===== src/rtl/bil_pkg.sv =====
package bil_pkg;
  localparam logic [31:0] CRC_POLY  = 32'hEDB88320;
  localparam logic [31:0] CRC_SEED  = 32'hFFFFFFFF;
  localparam int unsigned HDR_BYTES = 8;

  typedef enum logic [1:0] {
    ST_IDLE,
    ST_HEAD,
    ST_VERIFY,
    ST_COPY
  } ld_state_t;

  function automatic logic [31:0] crc_step(input logic [31:0] c, input logic [7:0] b);
    logic [31:0] r;
    r = c ^ {24'd0, b};
    for (int k = 0; k < 8; k++) begin
      r = r[0] ? ((r >> 1) ^ CRC_POLY) : (r >> 1);
    end
    return r;
  endfunction
endpackage


===== src/rtl/bil_crc.sv =====
module bil_crc
  import bil_pkg::*;
(
  input  logic        clk,
  input  logic        rst_n,
  input  logic        clear,
  input  logic        en,
  input  logic [7:0]  din,
  output logic [31:0] crc_out
);
  logic [31:0] crc_q, crc_d;

  always_comb begin
    crc_d = crc_q;
    if (clear)   crc_d = CRC_SEED;
    else if (en) crc_d = crc_step(crc_q, din);
  end

  always_ff @(posedge clk or negedge rst_n) begin
    if (!rst_n) crc_q <= CRC_SEED;
    else        crc_q <= crc_d;
  end

  assign crc_out = ~crc_q;
endmodule


===== src/rtl/bil_fetch.sv =====
module bil_fetch #(
  parameter int unsigned AW = 16
) (
  input  logic          clk,
  input  logic          rst_n,
  input  logic          load,
  input  logic [AW-1:0] base,
  input  logic [31:0]   count,
  output logic          rd_en,
  output logic [AW-1:0] rd_addr,
  output logic          dvalid,
  output logic          idle
);
  logic [31:0]   remain_q, remain_d;
  logic [AW-1:0] addr_q, addr_d;
  logic          dvalid_q;

  assign rd_en   = (remain_q != 32'd0);
  assign rd_addr = addr_q;
  assign dvalid  = dvalid_q;
  assign idle    = !rd_en && !dvalid_q;

  always_comb begin
    remain_d = remain_q;
    addr_d   = addr_q;
    if (load) begin
      remain_d = count;
      addr_d   = base;
    end else if (rd_en) begin
      remain_d = remain_q - 32'd1;
      addr_d   = addr_q + 1'b1;
    end
  end

  always_ff @(posedge clk or negedge rst_n) begin
    if (!rst_n) begin
      remain_q <= '0;
      addr_q   <= '0;
      dvalid_q <= 1'b0;
    end else begin
      remain_q <= remain_d;
      addr_q   <= addr_d;
      dvalid_q <= rd_en;
    end
  end
endmodule


===== src/rtl/boot_image_loader.sv =====
module boot_image_loader
  import bil_pkg::*;
#(
  parameter int unsigned FLASH_AW  = 16,
  parameter int unsigned RAM_AW    = 16,
  parameter int unsigned BOOT_BASE = 0,
  parameter int unsigned RAM_BASE  = 0
) (
  input  logic                clk,
  input  logic                rst_n,
  input  logic                start,
  output logic                flash_rd_en,
  output logic [FLASH_AW-1:0] flash_rd_addr,
  input  logic [7:0]          flash_rd_data,
  output logic                ram_wr_en,
  output logic [RAM_AW-1:0]   ram_wr_addr,
  output logic [7:0]          ram_wr_data,
  output logic                busy,
  output logic                done,
  output logic                st_empty,
  output logic                st_crc_fail,
  output logic                st_boot,
  output logic [RAM_AW-1:0]   jump_addr,
  output logic [31:0]         crc_actual,
  output logic [31:0]         crc_expected
);
  localparam logic [FLASH_AW-1:0] HDR_ADDR = FLASH_AW'(BOOT_BASE);
  localparam logic [FLASH_AW-1:0] PAY_ADDR = FLASH_AW'(BOOT_BASE + HDR_BYTES);
  localparam logic [RAM_AW-1:0]   RAM_ORG  = RAM_AW'(RAM_BASE);

  ld_state_t           state_q, state_d;
  logic [63:0]         hdr_q, hdr_d;
  logic [RAM_AW-1:0]   ptr_q, ptr_d;
  logic [RAM_AW-1:0]   waddr_q, waddr_d;
  logic [7:0]          wdata_q, wdata_d;
  logic                we_q, we_d;
  logic                done_q, done_d;
  logic                emp_q, emp_d, fail_q, fail_d, boot_q, boot_d;
  logic [31:0]         act_q, act_d, exp_q, exp_d;

  logic                f_load, f_dvalid, f_idle;
  logic [FLASH_AW-1:0] f_base;
  logic [31:0]         f_count;
  logic                c_clear, c_en;
  logic [31:0]         c_out;
  logic [31:0]         hdr_len, hdr_crc;

  assign hdr_len = hdr_q[63:32];
  assign hdr_crc = hdr_q[31:0];

  bil_fetch #(.AW(FLASH_AW)) u_fetch (
    .clk    (clk),
    .rst_n  (rst_n),
    .load   (f_load),
    .base   (f_base),
    .count  (f_count),
    .rd_en  (flash_rd_en),
    .rd_addr(flash_rd_addr),
    .dvalid (f_dvalid),
    .idle   (f_idle)
  );

  bil_crc u_crc (
    .clk    (clk),
    .rst_n  (rst_n),
    .clear  (c_clear),
    .en     (c_en),
    .din    (flash_rd_data),
    .crc_out(c_out)
  );

  always_comb begin
    state_d = state_q;
    hdr_d   = hdr_q;
    ptr_d   = ptr_q;
    waddr_d = waddr_q;
    wdata_d = wdata_q;
    we_d    = 1'b0;
    done_d  = 1'b0;
    emp_d   = emp_q;
    fail_d  = fail_q;
    boot_d  = boot_q;
    act_d   = act_q;
    exp_d   = exp_q;
    f_load  = 1'b0;
    f_base  = PAY_ADDR;
    f_count = hdr_len;
    c_clear = 1'b0;
    c_en    = 1'b0;
    unique case (state_q)
      ST_IDLE: begin
        if (start) begin
          f_load  = 1'b1;
          f_base  = HDR_ADDR;
          f_count = 32'(HDR_BYTES);
          emp_d   = 1'b0;
          fail_d  = 1'b0;
          boot_d  = 1'b0;
          state_d = ST_HEAD;
        end
      end
      ST_HEAD: begin
        if (f_dvalid) hdr_d = {hdr_q[55:0], flash_rd_data};
        if (f_idle) begin
          if (hdr_len == 32'hFFFF_FFFF) begin
            emp_d   = 1'b1;
            done_d  = 1'b1;
            state_d = ST_IDLE;
          end else begin
            f_load  = 1'b1;
            c_clear = 1'b1;
            state_d = ST_VERIFY;
          end
        end
      end
      ST_VERIFY: begin
        c_en = f_dvalid;
        if (f_idle) begin
          act_d = c_out;
          exp_d = hdr_crc;
          if (c_out == hdr_crc) begin
            f_load  = 1'b1;
            ptr_d   = RAM_ORG;
            state_d = ST_COPY;
          end else begin
            fail_d  = 1'b1;
            done_d  = 1'b1;
            state_d = ST_IDLE;
          end
        end
      end
      ST_COPY: begin
        if (f_dvalid) begin
          we_d    = 1'b1;
          waddr_d = ptr_q;
          wdata_d = flash_rd_data;
          ptr_d   = ptr_q + 1'b1;
        end
        if (f_idle && !we_q) begin
          boot_d  = 1'b1;
          done_d  = 1'b1;
          state_d = ST_IDLE;
        end
      end
      default: state_d = ST_IDLE;
    endcase
  end

  always_ff @(posedge clk or negedge rst_n) begin
    if (!rst_n) begin
      state_q <= ST_IDLE;
      hdr_q   <= '0;
      ptr_q   <= '0;
      waddr_q <= '0;
      wdata_q <= '0;
      we_q    <= 1'b0;
      done_q  <= 1'b0;
      emp_q   <= 1'b0;
      fail_q  <= 1'b0;
      boot_q  <= 1'b0;
      act_q   <= '0;
      exp_q   <= '0;
    end else begin
      state_q <= state_d;
      hdr_q   <= hdr_d;
      ptr_q   <= ptr_d;
      waddr_q <= waddr_d;
      wdata_q <= wdata_d;
      we_q    <= we_d;
      done_q  <= done_d;
      emp_q   <= emp_d;
      fail_q  <= fail_d;
      boot_q  <= boot_d;
      act_q   <= act_d;
      exp_q   <= exp_d;
    end
  end

  assign ram_wr_en    = we_q;
  assign ram_wr_addr  = waddr_q;
  assign ram_wr_data  = wdata_q;
  assign busy         = (state_q != ST_IDLE);
  assign done         = done_q;
  assign st_empty     = emp_q;
  assign st_crc_fail  = fail_q;
  assign st_boot      = boot_q;
  assign jump_addr    = boot_q ? RAM_ORG : '0;
  assign crc_actual   = act_q;
  assign crc_expected = exp_q;

  // RAM writes only come out while the copy pass is active
  p_write_in_copy_r4: assert property (@(posedge clk) disable iff (!rst_n)
    ram_wr_en |-> state_q == ST_COPY);

  // one status flag with every done pulse
  p_done_onehot_r8: assert property (@(posedge clk) disable iff (!rst_n)
    done |-> $countones({st_empty, st_crc_fail, st_boot}) == 1);

  // done lasts one cycle
  p_done_pulse_r8: assert property (@(posedge clk) disable iff (!rst_n)
    done |=> !done);

  // a boot result only follows a matching checksum
  p_boot_match_r6: assert property (@(posedge clk) disable iff (!rst_n)
    $rose(st_boot) |-> (crc_actual == crc_expected) && (jump_addr == RAM_ORG));

  // an erased length never reaches the verify pass
  p_empty_skip_r2: assert property (@(posedge clk) disable iff (!rst_n)
    state_q == ST_VERIFY |-> hdr_len != 32'hFFFF_FFFF);

  // no flash traffic while idle
  p_idle_quiet_r9: assert property (@(posedge clk) disable iff (!rst_n)
    state_q == ST_IDLE |-> !flash_rd_en && !ram_wr_en);
endmodule


===== config.mk =====
export PLATFORM = sky130hd
export DESIGN_NAME = boot_image_loader
export DESIGN_NICKNAME = d
export VERILOG_FILES = /design/src/rtl/bil_pkg.sv /design/src/rtl/bil_crc.sv /design/src/rtl/bil_fetch.sv /design/src/rtl/boot_image_loader.sv
export SDC_FILE = /design/constraint.sdc
export NUM_CORES = 1
export LEC_CHECK = 0
export CAP_MARGIN = 10
export CORE_ASPECT_RATIO = 1.25
export CORE_UTILIZATION = 45
export DETAILED_ROUTE_END_ITERATION = 7
export DONT_BUFFER_PORTS = 1
export HOLD_SLACK_MARGIN = 0.08
export SETUP_SLACK_MARGIN = 0.1
export SYNTH_ARGS = -nofsm -noshare
export SYNTH_HDL_FRONTEND = slang
export SYNTH_SLANG_ARGS = --single-unit

===== constraint.sdc =====
create_clock -name clk -period 2.7 [get_ports clk]
set_input_delay 0.405 -clock clk [delete_from_list [all_inputs] [get_ports clk]]
set_output_delay 0.405 -clock clk [all_outputs]
set_load 0.02 [all_outputs]

==> flow_summary.toml <==
[run_status]
status = "complete, but fails checks"
violations = "hold timing"

[power]
p_leak_nw = 6.21
p_per_area_mw_per_mm2 = 1200
vdd_drop_max_uv = 633

[detailed_routing]
vias = 8264
wl_per_cell_um = 19.4
drtAntennaViolNets = 0
routed_wl_mm = 30.1
drtPass1Iterations = 4
vias_per_cell = 5.33
drc = 0
drt_iter0_markers = 455

[clock_network]
cts_tree = "done"
htreeDepth = 1
worstSkewPairLatency_ns = 0.55
cts_root_buffer = "clkbuf_16"
cts_buffers = 27
clk_pin_slew_ns = 0.06
clock_path_buffers = 3
cts_num_sinks = 256
cts_hold_buf = 8

[synth]
ys_seq_area_frac = 0.529
synth_enable_flop_cells = 0
synthFlopType = "dfrtp_1"
synth_top_area_cell = "dfrtp_1"
yosysMostFrequentCell = "dfrtp_1"
async_flop_share = 1.00
ys_types = 55
synth_commonest_cells = "dfrtp_1, nand2_1, mux2_2, xor2_1, xnor2_1"
avgSynthCellArea_sq_um = 10.7
yosys_warnings = 0
synth_top_area_frac = 0.460
synthCells = 1140
netlist_area_sq_mm = 0.0122
ys_ff_latch = 256
synthTopCellsByArea = "dfrtp_1, mux2_2, dfstp_2"

[run]
maxCapViolCount = 0

[global_route]
first_global_vias = 8448
overflow = 0
grt_util_all_layers = 0.220
grt_pass1_wl_mm = 47.3
grt_start_max_net_pins = 257
grt_antenna_before_repair = 0

[critical_path]
timing.rr.end = "u_fetch.remain_q[17]"
crit_required_ns = 2.30
crit_arrival_ns = 2.19
startpoint_type = "flip-flop"
critical_path_class = "reg2out"
worstRegToRegCells = 12
r2r_setup_slack_ns = 0.19
r2r-start = "u_fetch.remain_q[1]"
critPathMaxFanout = 7
cp-end-kind = "output pin"

[sta]
final.setup.tns_ns = 0
setup_viol = 0
slew_headroom = 0.458
worst_slew_pin_slew_ns = 0.812
fmax_mhz = 386
finalMaxSlewViolations = 0
post-route-period-util = 0.960
fin_hold_ws_ns = -0.435
rsz0062_at_grt = "true"
finalHoldViolCount = 242
period_minus_slack_ns = 2.59
skew_ns = 0.0123

[floorplan]
die_h_um = 186
rows = 67
core_area_sq_mm = 0.0267
dieArea_sq_mm = 0.0277
initial_core_util = 0.456
io_pins = 138
die_w_um = 149

[place]
numPortBuffers = 0
dp_hpwl_mm = 20.5
place.gp.congestion = 0.839

[worst_hold_path]
hp-class = "in2async"

[layout]
layout-drive-gt1-share = 0.209
area_growth_pct = 15.2
nets = 1204
antenna_cells = 0
utilization = 0.525
-- stage by stage --
stage	hold slack, ns	std cells	cell area (sq um)	power, mW	setup WS (ns)
floorplan	0.109	1155	12200	10.9	0.163
global placement	0.124	1478	12700	12.6	0.222
detailed placement	0.124	1478	12700	12.7	0.120
CTS	-0.445	1539	13800	16.8	0.105
global route	-0.453	1551	14000	17.8	0.00351
finish	-0.435	1551	14000	16.8	0.108
-- cells in the final DEF, fill, tap and decap left out, drive strengths merged, types with 16 or more instances in the layout --
| cell type | count |
|---|---|
| nor4 | 24 |
| clkbuf | 35 |
| dfrtp | 224 |
| mux2 | 84 |
| nand4 | 26 |
| nand3 | 16 |
| nand2 | 214 |
| dfstp | 32 |
| o21ai | 47 |
| buf | 55 |
| xnor2 | 75 |
| nor2 | 55 |
| conb | 16 |
| nor3 | 51 |
| mux2i | 34 |
| xor2 | 79 |
| a21oi | 42 |
-- registers in the layout (all words and copies together), names as in the netlist --
name / count
u_fetch.remain_q: 32
ram_wr_addr: 16
u_fetch.rd_addr: 16
st_crc_fail: 1
state_q: 2
ram_wr_data: 8
st_empty: 1
u_fetch.dvalid: 1
u_crc.crc_q: 32
ram_wr_en: 1
done: 1
st_boot: 1
ptr_q: 16
hdr_q: 64
crc_actual: 32
crc_expected: 32
-- cells by family after synthesis --
| family | Yosys count | share of synthesized area |
|---|---|---|
| AOI/OAI and AO/OA | 105 | 0.0466 |
| and+or+nand+nor | 421 | 0.166 |
| xor gates and xnor gates | 154 | 0.111 |
| adders and majority gates | 8 | 0.00822 |
| buffers and inverters | 77 | 0.0335 |
| other | 1 | 0.000308 |
| DFF | 256 | 0.529 |
| muxes | 118 | 0.106 |
-- area by class of cell --
class                   count  area (sq um)
fillers                  2325         12700
well taps                 345           432
clock buffers              32           744
flip-flops and latches    256          6450
repair buffers             66           668
clock inverters            18           220
inverters                  12          45.0
multi-input cells         822          5470
-- routing by layer --
| layer | track usage | wire, um | share of wire |
|---|---|---|---|
| met1 | 0.273 | 12100 | 0.40 |
| met5 | 0 | 0 | 0 |
| met2 | 0.388 | 15600 | 0.52 |
| met3 | 0.0333 | 1530 | 0.051 |
| met4 | 0.0722 | 881 | 0.029 |
-- critical path, stage by stage, from the launching register on --
cell,delay [ns]
dfrtp_2,0.44
inv_2,0.09
ha_4,0.13
nor4b_4,0.19
buf_4,0.16
nand4b_4,0.14
nor3_4,0.25
inv_2,0.10
buf_12,0.16
-- what timing repair did --
item	in CTS	in global routing
setup buffers	3	9
pin swaps	1	4
endpoints found under the hold margin	272	256
setup endpoints to repair	1	74
cloned	0	3
resized for setup	3	12
-- power by group --
group          internal [mW]  switching (mW)
Combinational           3.08            2.93
Sequential              5.13            1.64
Clock                   2.37            1.62
Total                   10.6            6.19
-- how the worst max path moves through the flow --
| stage | startpoint | to | slack, ns | cells after the start |
|---|---|---|---|---|
| floorplan | u_fetch.remain_q[0] | flash_rd_en | 0.16 | 8 |
| global placement | u_fetch.remain_q[0] | crc_actual[10] | 0.22 | 11 |
| detailed placement | u_crc.crc_q[24] | ptr_q[8] | 0.12 | 7 |
| CTS | u_crc.crc_q[24] | ptr_q[8] | 0.11 | 7 |
| global route | u_fetch.remain_q[1] | flash_rd_en | 0.004 | 8 |
| finish | u_fetch.remain_q[1] | flash_rd_en | 0.11 | 8 |
Note: power is estimated with default switching activity, not from simulation.
